[config.mk]
export PLATFORM = sky130hd
export DESIGN_NAME = kbp_port_unit
export DESIGN_NICKNAME = d
export VERILOG_FILES = /design/src/rtl/kbp_pkg.sv /design/src/rtl/kbp_in_stage.sv /design/src/rtl/kbp_out_latch.sv /design/src/rtl/kbp_matrix_scan.sv /design/src/rtl/kbp_tape_sense.sv /design/src/rtl/kbp_port_unit.sv
export SDC_FILE = /design/constraint.sdc
export NUM_CORES = 1
export LEC_CHECK = 0
export CAP_MARGIN = 20
export CORE_AREA = 2 2 62 64
export CTS_CLUSTER_DIAMETER = 150
export CTS_CLUSTER_SIZE = 8
export DETAILED_ROUTE_END_ITERATION = 6
export DIE_AREA = 0 0 64 66
export DONT_BUFFER_PORTS = 1
export PLACE_DENSITY = 0.66
export SLEW_MARGIN = 40
export SYNTH_ARGS = -nofsm -noshare
export SYNTH_HDL_FRONTEND = slang
export SYNTH_SLANG_ARGS = --single-unit
[constraint.sdc]
create_clock -name clk -period 1 [get_ports clk]
set_input_delay 0.05 -clock clk [delete_from_list [all_inputs] [get_ports clk]]
set_output_delay 0.05 -clock clk [all_outputs]
set_load 0.01 [all_outputs]
[src/rtl/kbp_pkg.sv]
package kbp_pkg;
   localparam int KBP_ROWS     = 8;
   localparam int KBP_COLS     = 5;
   localparam int KBP_ADDR_W   = 16;
   localparam int KBP_DATA_W   = 8;
   localparam int KBP_BORDER_W = 3;

   // Positions of the write fields inside the data byte
   localparam int WR_MIC_BIT = 3;
   localparam int WR_SPK_BIT = 4;

   // Positions of the read fields inside the data byte
   localparam int RD_FIX_LO  = 5;
   localparam int RD_TAPE    = 6;
   localparam int RD_FIX_HI  = 7;

   typedef struct packed {
      logic       spk_raw;
      logic       mic_raw;
      logic [KBP_BORDER_W-1:0] border;
   } kbp_out_t;
endpackage

[src/rtl/kbp_in_stage.sv]
module kbp_in_stage #(
   parameter int KEYS = 40
) (
   input  logic            clk,
   input  logic            rst_n,
   input  logic [KEYS-1:0] key_down,
   input  logic            tape_in,
   output logic [KEYS-1:0] keys_q,
   output logic            tape_q
);
   initial begin
      if (KEYS < 1) $error("kbp_in_stage: KEYS must be positive");
   end

   always_ff @(posedge clk) begin
      if (!rst_n) begin
         keys_q <= '0;
         tape_q <= 1'b0;
      end else begin
         keys_q <= key_down;
         tape_q <= tape_in;
      end
   end

   p_capture_r10: assert property (@(posedge clk) disable iff (!rst_n)
      1'b1 |=> (keys_q == $past(key_down)) && (tape_q == $past(tape_in)));
endmodule

[src/rtl/kbp_out_latch.sv]
module kbp_out_latch
   import kbp_pkg::*;
#(
   parameter int DATA_W   = KBP_DATA_W,
   parameter int BORDER_W = KBP_BORDER_W
) (
   input  logic              clk,
   input  logic              rst_n,
   input  logic              wr_hit,
   input  logic              wr_odd,
   input  logic [DATA_W-1:0] wdata,
   output kbp_out_t          out_q
);
   initial begin
      if (BORDER_W != KBP_BORDER_W) $error("kbp_out_latch: border width mismatch");
      if (DATA_W <= WR_SPK_BIT) $error("kbp_out_latch: data too narrow");
   end

   always_ff @(posedge clk) begin
      if (!rst_n) begin
         out_q <= '0;
      end else if (wr_hit) begin
         out_q.border  <= wdata[BORDER_W-1:0];
         out_q.mic_raw <= wdata[WR_MIC_BIT];
         out_q.spk_raw <= wdata[WR_SPK_BIT];
      end
   end

   logic unused_hi;
   assign unused_hi = ^wdata[DATA_W-1:WR_SPK_BIT+1];

   p_wr_fields_r2: assert property (@(posedge clk) disable iff (!rst_n)
      wr_hit |=> (out_q.border == $past(wdata[BORDER_W-1:0]))
              && (out_q.spk_raw == $past(wdata[WR_SPK_BIT]))
              && (out_q.mic_raw == $past(wdata[WR_MIC_BIT])));

   p_odd_wr_hold_r1: assert property (@(posedge clk) disable iff (!rst_n)
      (wr_odd && !wr_hit) |=> $stable(out_q));
endmodule

[src/rtl/kbp_matrix_scan.sv]
module kbp_matrix_scan #(
   parameter int ROWS = 8,
   parameter int COLS = 5
) (
   input  logic                 clk,
   input  logic                 rst_n,
   input  logic [ROWS*COLS-1:0] keys_q,
   input  logic [ROWS-1:0]      row_sel_n,
   output logic [COLS-1:0]      cols_n
);
   initial begin
      if (ROWS < 1 || COLS < 1) $error("kbp_matrix_scan: empty matrix");
   end

   logic [COLS-1:0] row_term [ROWS];

   for (genvar r = 0; r < ROWS; r++) begin : g_row
      assign row_term[r] = row_sel_n[r] ? {COLS{1'b1}} : ~keys_q[r*COLS +: COLS];
   end

   always_comb begin
      cols_n = {COLS{1'b1}};
      for (int r = 0; r < ROWS; r++) cols_n = cols_n & row_term[r];
   end

   p_idle_rows_r6: assert property (@(posedge clk) disable iff (!rst_n)
      (&row_sel_n) |-> (&cols_n));

   p_row0_press_r4: assert property (@(posedge clk) disable iff (!rst_n)
      (!row_sel_n[0] && keys_q[0]) |-> !cols_n[0]);
endmodule

[src/rtl/kbp_tape_sense.sv]
module kbp_tape_sense #(
   parameter bit TAPE_FORCE_BOTH = 1'b0
) (
   input  logic clk,
   input  logic rst_n,
   input  logic tape_q,
   input  logic spk_raw,
   input  logic mic_raw,
   output logic tape_bit
);
   logic pull_low;

   if (TAPE_FORCE_BOTH) begin : g_both
      assign pull_low = !spk_raw && !mic_raw;
      p_force_both_r9: assert property (@(posedge clk) disable iff (!rst_n)
         (!spk_raw && mic_raw) |-> (tape_bit == tape_q));
   end else begin : g_spk
      assign pull_low = !spk_raw;
      logic unused_mic;
      assign unused_mic = mic_raw;
      p_force_spk_r9: assert property (@(posedge clk) disable iff (!rst_n)
         !spk_raw |-> !tape_bit);
   end

   assign tape_bit = tape_q && !pull_low;

   p_pass_r8: assert property (@(posedge clk) disable iff (!rst_n)
      spk_raw |-> (tape_bit == tape_q));
endmodule

[src/rtl/kbp_port_unit.sv]
module kbp_port_unit
   import kbp_pkg::*;
#(
   parameter int ADDR_W          = KBP_ADDR_W,
   parameter int DATA_W          = KBP_DATA_W,
   parameter int ROWS            = KBP_ROWS,
   parameter int COLS            = KBP_COLS,
   parameter bit TAPE_FORCE_BOTH = 1'b0
) (
   input  logic                 clk,
   input  logic                 rst_n,
   input  logic [ADDR_W-1:0]    cpu_addr,
   input  logic [DATA_W-1:0]    cpu_wdata,
   input  logic                 io_wr,
   input  logic                 io_rd,
   input  logic [ROWS*COLS-1:0] key_down,
   input  logic                 tape_in,
   output logic [2:0]           border_col,
   output logic                 mic_on,
   output logic                 spk_on,
   output logic [DATA_W-1:0]    rd_data
);
   localparam int KEYS     = ROWS * COLS;
   localparam int ROW_BASE = ADDR_W - ROWS;

   initial begin
      if (DATA_W != 8) $error("kbp_port_unit: data bus must be 8 bits");
      if (COLS != RD_FIX_LO) $error("kbp_port_unit: columns must fill bits below the fixed bit");
      if (ROW_BASE < 1) $error("kbp_port_unit: address too narrow for row select");
   end

   logic            port_hit, wr_hit, wr_odd, rd_hit;
   logic [KEYS-1:0] keys_q;
   logic            tape_q, tape_bit;
   logic [COLS-1:0] cols_n;
   kbp_out_t        out_q;

   assign port_hit = !cpu_addr[0];
   assign wr_hit   = io_wr && port_hit;
   assign wr_odd   = io_wr && !port_hit;
   assign rd_hit   = io_rd && port_hit;

   logic unused_addr;
   assign unused_addr = ^cpu_addr[ROW_BASE-1:1];

   kbp_in_stage #(.KEYS(KEYS)) in_i (
      .clk(clk), .rst_n(rst_n), .key_down(key_down), .tape_in(tape_in),
      .keys_q(keys_q), .tape_q(tape_q));

   kbp_out_latch #(.DATA_W(DATA_W), .BORDER_W(KBP_BORDER_W)) out_i (
      .clk(clk), .rst_n(rst_n), .wr_hit(wr_hit), .wr_odd(wr_odd),
      .wdata(cpu_wdata), .out_q(out_q));

   kbp_matrix_scan #(.ROWS(ROWS), .COLS(COLS)) scan_i (
      .clk(clk), .rst_n(rst_n), .keys_q(keys_q),
      .row_sel_n(cpu_addr[ADDR_W-1:ROW_BASE]), .cols_n(cols_n));

   kbp_tape_sense #(.TAPE_FORCE_BOTH(TAPE_FORCE_BOTH)) tape_i (
      .clk(clk), .rst_n(rst_n), .tape_q(tape_q), .spk_raw(out_q.spk_raw),
      .mic_raw(out_q.mic_raw), .tape_bit(tape_bit));

   assign border_col = out_q.border;
   assign mic_on     = !out_q.mic_raw;
   assign spk_on     = out_q.spk_raw;

   always_comb begin
      rd_data = '1;
      if (rd_hit) begin
         rd_data[COLS-1:0] = cols_n;
         rd_data[RD_TAPE]  = tape_bit;
      end
   end

   p_fixed_bits_r7: assert property (@(posedge clk) disable iff (!rst_n)
      rd_hit |-> (rd_data[RD_FIX_HI] && rd_data[RD_FIX_LO]));

   p_odd_read_r1: assert property (@(posedge clk) disable iff (!rst_n)
      (io_rd && cpu_addr[0]) |-> (rd_data == 8'hFF));

   p_reset_state_r3: assert property (@(posedge clk)
      $past(!rst_n) |-> (border_col == 3'd0 && mic_on && !spk_on));
endmodule

== Word level (Yosys, flattened, before mapping) ==
Index checks and enable logic that the tools add are counted.
Cells by class
  mux-type cells: 10
  bitwise operators: 15
  reductions and logical operators: 5
Operator list (number)
  $mux W5: 9
  $not A5 Y5: 8
  $and A5 B5 Y5: 7
  $logic_and A1 B1 Y1: 3
  $logic_not A1 Y1: 2
  $mux W1: 1
Word-level totals
  register bits after elaboration: 46
  bits of input ports: 69
  output and inout port bits: 13
  logic and storage cells: 35

== Longest topological paths before layout ==
  depth after elaboration: 10
  mapped depth: 4

== By module ==
A second synthesis with hierarchy kept.
Second synthesis, totals
  cells, all modules: 180
  area, all modules: 1745.4 um2
By module, submodules not included
  kbp_in_stage: instances 1, cells each 86, area an instance 1148.6 um2, seq. area each 820.8 um2
  kbp_matrix_scan: instances 1, cells each 65, area an instance 306.5 um2, seq. area each 0.0 um2
  kbp_out_latch: instances 1, cells each 16, area an instance 192.7 um2, seq. area each 100.1 um2
  kbp_port_unit: instances 1, cells each 12, area an instance 91.3 um2, seq. area each 0.0 um2
  kbp_tape_sense: instances 1, cells each 1, area an instance 6.3 um2, seq. area each 0.0 um2

== Worst setup path before layout ==
No wires, ideal clock.
  kind: register to output
  start point: reg in_i.keys_q[18]
  end point: out rd_data[3]
  data arrival time: 0.932 ns
  required time: 0.950 ns
  path slack: 0.018 ns
  cell stages (with the launch flop): 4
  cell sequence: dfxtp_1 -> inv_1 -> o22ai_1 -> o41ai_1
Between the ends
  cells in the longest elaborated chain, start to end: 8
RTL lines
  start, declared: RTL line kbp_in_stage.sv:8  | output logic [KEYS-1:0] keys_q,
  start signal, assigned: RTL line kbp_in_stage.sv:20  | keys_q <= key_down;
  $not A5 Y5: RTL line kbp_matrix_scan.sv:18  | assign row_term[r] = row_sel_n[r] ? {COLS{1'b1}} : ~keys_q[r*COLS +: COLS];
  $mux W5: RTL line kbp_matrix_scan.sv:18
  $and A5 B5 Y5 (5 in series): RTL line kbp_matrix_scan.sv:23  | for (int r = 0; r < ROWS; r++) cols_n = cols_n & row_term[r];
  $mux W5: RTL line kbp_port_unit.sv:68  | if (rd_hit) begin
  end, declared: RTL line kbp_port_unit.sv:21  | output logic [DATA_W-1:0] rd_data
No other way between the ends.

== Worst setup path after layout ==
Same ends and word-level chain as after synthesis.

==> reports/results.md <==
- **run status** finished with violations
- **violations in the final reports** setup timing
- **number of buffers between clock root and the deepest sink** 2
- **Comb pwr share** 12.2%
- **period utilization** 143%
- **most used cells in the layout excluding fill and tap cells** sky130_fd_sc_hd__dlygate4sd3_1, sky130_fd_sc_hd__and2_1, sky130_fd_sc_hd__dfxtp_1, sky130_fd_sc_hd__inv_1, sky130_fd_sc_hd__o22ai_1
- **number of placed instances, taps included** 223
- **sort of element at the start of the critical path** flip-flop
- **sequential-to-total area share from yosys stat** 56.1%
- **Remaining DRCs** 0
- **instance count of the mapped netlist** 175
- **number of warnings printed during yosys synthesis** 0
- **nets** 298
- **TritonCTS Buffers** 5
- **top layer used by detailed routing** met4
- **Yosys top cell area share** 56.1%
- **met2 routed WL** 2090 µm
- **number of hold-slack violations in the final timing report** 0
- **latest clock arrival within the worst-skew pair** 0.35 ns
- **min Tclk post-route** 1.43 ns
- **layout cell share with drive strength beyond 1** 17.0%
- **synthesized flop and latch total** 46
- **Min-Delay Path Class** in2reg
- **number of antenna-violating nets in the routed design** 0
- **maximum number of pins on one net before global-route repair** 47
- **sum of routed wire segments on met1** 1420 µm
- **Final Max Slew Viols** 0
- **Switching Share** 22.1%
- **number of top-level pins** 82
- **Util after Layout** 66.3%
- **router iterations before antenna repair** 4
- **Std-Cell Rows** 22
- **clock-pin transition on the worst setup and hold timing paths** 0.13 ns
- **final routed wire length divided by cell count** 14.1 µm
- **global-route wire length before repair** 5840 µm
- **number of global-route vias before repair** 1,318
- **Worst Slack Setup Final** -0.426 ns
- **main area contributors after synthesis** sky130_fd_sc_hd__dfxtp_1, sky130_fd_sc_hd__and2_1, sky130_fd_sc_hd__inv_1
- **clock network power share** 31.2%
- **arrival time reported for the critical path endpoint** 1.38 ns
- **most common cell after layout, fill and taps aside** sky130_fd_sc_hd__dlygate4sd3_1
- **root buf cell** sky130_fd_sc_hd__clkbuf_4
- **Antenna diodes** 0
- **max-capacitance violation count** 0
- **GRT Total Usage** 19.2%
- **slew at the pin closest to its max-slew limit** 0.601 ns
- **Die H** 66 µm
- **buffers added on ports** 0
- **Worst EP required** 0.95 ns
- **Starting Density** 46.2%
- **area of the mapped netlist** 0.00164 mm²
- **via count** 1,265
- **maximum achievable frequency** 0.701 GHz
- **Crit Path Max Fanout** 1
- **total wire length after detailed routing** 3910 µm
- **mean instance size in the synthesized netlist** 9.37 µm²
- **dominant cell type by area after synthesis** sky130_fd_sc_hd__dfxtp_1
- **Post-DP HPWL** 2370 µm
- **worst max-slew margin expressed relative to the limit** 59.8%
- **core area** 0.00355 mm²
- **Die X-Extent** 64 µm
- **detailed-route vias per instance** 4.55
- **non-filler instance count after layout** 278
- **TritonCTS clock tree** yes
- **cell area power density** 1470 mW/mm²
- **# H-tree levels** 2
- **WS Path Type** reg2out
- **synthesis-to-finish area growth** 43.6%
- **final setup violation count** 5
- **capturing element type of the critical path** output port
- **setup repair after global routing missed its margin** true
- **Met3 Wirelength** 263 µm
- **Die Footprint** 0.00422 mm²
- **weighted congestion at the end of routability-driven global placement** 0.782
- **residual overflow from global routing** 0
- **Max Clock Skew** 0 ns
- **Sink Count** 46
- **relative contribution of sequential cells to total power** 56.6%
- **maximum vdd drop** 1060 µV
- **internal power contribution** 0.00271 W
- **number of distinct library cell variants in the gate-level netlist after synthesis** 12
- **Switching Power** 0.000767 W
- **number of DRC markers after the initial detailed-route iteration** 13
- **total leakage power** 0.977 nW
- **number of antenna violations at the first check in global routing** 0
==> Yosys cell counts <==
master / n
sky130_fd_sc_hd__mux2i_1: 5
sky130_fd_sc_hd__o41ai_1: 5
sky130_fd_sc_hd__and2_1: 41
sky130_fd_sc_hd__buf_4: 2
sky130_fd_sc_hd__buf_2: 1
sky130_fd_sc_hd__clkbuf_1: 4
sky130_fd_sc_hd__inv_1: 41
sky130_fd_sc_hd__o22ai_1: 20
sky130_fd_sc_hd__nor2b_1: 7
sky130_fd_sc_hd__nand2_1: 2
sky130_fd_sc_hd__conb_1: 1
sky130_fd_sc_hd__dfxtp_1: 46
==> per-layer routing <==
metal	track usage [%]	vias up
met4	12.0	0
li1	-	643
met3	5.28	14
met5	0	-
met1	18.5	553
met2	35.9	55
==> critical path, cell delays in order (launching register included) <==
cell	delay (ns)
sky130_fd_sc_hd__dfxtp_1	0.33
sky130_fd_sc_hd__inv_1	0.06
sky130_fd_sc_hd__o22ai_2	0.07
sky130_fd_sc_hd__o41ai_2	0.38
sky130_fd_sc_hd__buf_4	0.18
==> path summary, 6_finish.rpt <==
check / from / end / slack [ns] / cells after the start
hold reg to reg: out_i.out_q[3] / out_i.out_q[3] / 0.54 / 2
setup / recovery: in_i.keys_q[18] / rd_data[3] / -0.43 / 4
setup reg to reg: out_i.out_q[2] / out_i.out_q[2] / 0.30 / 2
hold / removal: cpu_addr[0] / out_i.out_q[4] / 0.10 / 4
==> registers in the layout, indices dropped and copies added, names as in the netlist <==
signal,flops
out_i.out_q,5
in_i.tape_q,1
in_i.keys_q,40
==> cell families after synthesis <==
| logic type | Yosys count | share of synthesized area (%) |
|---|---|---|
| AO/OA/AOI/OAI | 25 | 10.3 |
| buffers and inverters | 48 | 11.5 |
| flip-flops | 46 | 56.1 |
| multiplexers | 5 | 3.05 |
| other | 1 | 0.229 |
| AND/OR/NAND/NOR | 50 | 18.8 |
==> area by class of cell <==
| class | instances | area (µm²) |
|---|---|---|
| Fill cell | 267 | 1200 |
| Sequential cell | 46 | 931 |
| Multi-Input combinational cell | 82 | 622 |
| Timing Repair Buffer | 53 | 510 |
| Inverter | 41 | 154 |
| Tap cell | 48 | 60.1 |
| Clock inverter | 3 | 40.0 |
| Clock buffer | 5 | 37.5 |
==> power groups by stage <==
stage | logic, W | registers [W] | clock network (W)
3_3_place_gp | 0.000218 | 0.00200 | 0
5_1_grt | 0.000460 | 0.00198 | 0.00120
6_report | 0.000424 | 0.00197 | 0.00108
3_5_place_dp | 0.000223 | 0.00201 | 0
2_1_floorplan | 0.000187 | 0.00200 | 0
4_1_cts | 0.000406 | 0.00196 | 0.00111
==> stage by stage <==
stage | total power (W) | area, µm² | setup slack [ns] | setup TNS (ns) | hold WS [ns]
floorplan | 0.00218 | 1640 | 0.0183 | 0 | 0.172
global placement | 0.00222 | 1710 | 0.000481 | 0 | 0.177
detailed placement | 0.00223 | 1710 | -0.0713 | -0.118 | 0.178
CTS | 0.00348 | 2320 | -0.422 | -13.13 | 0.0815
global route | 0.00364 | 2350 | -0.483 | -2.23 | 0.0938
finish | 0.00347 | 2350 | -0.426 | -1.90 | 0.100
==> repair_timing <==
action,in CTS,in global routing
gates resized for setup,11,14
pin swaps,8,6
setup buffers,0,0
setup endpoints to repair,6,6
hold buffers,47,0
hold endpoints to repair,46,0
Power figures use the tool's default switching activity.
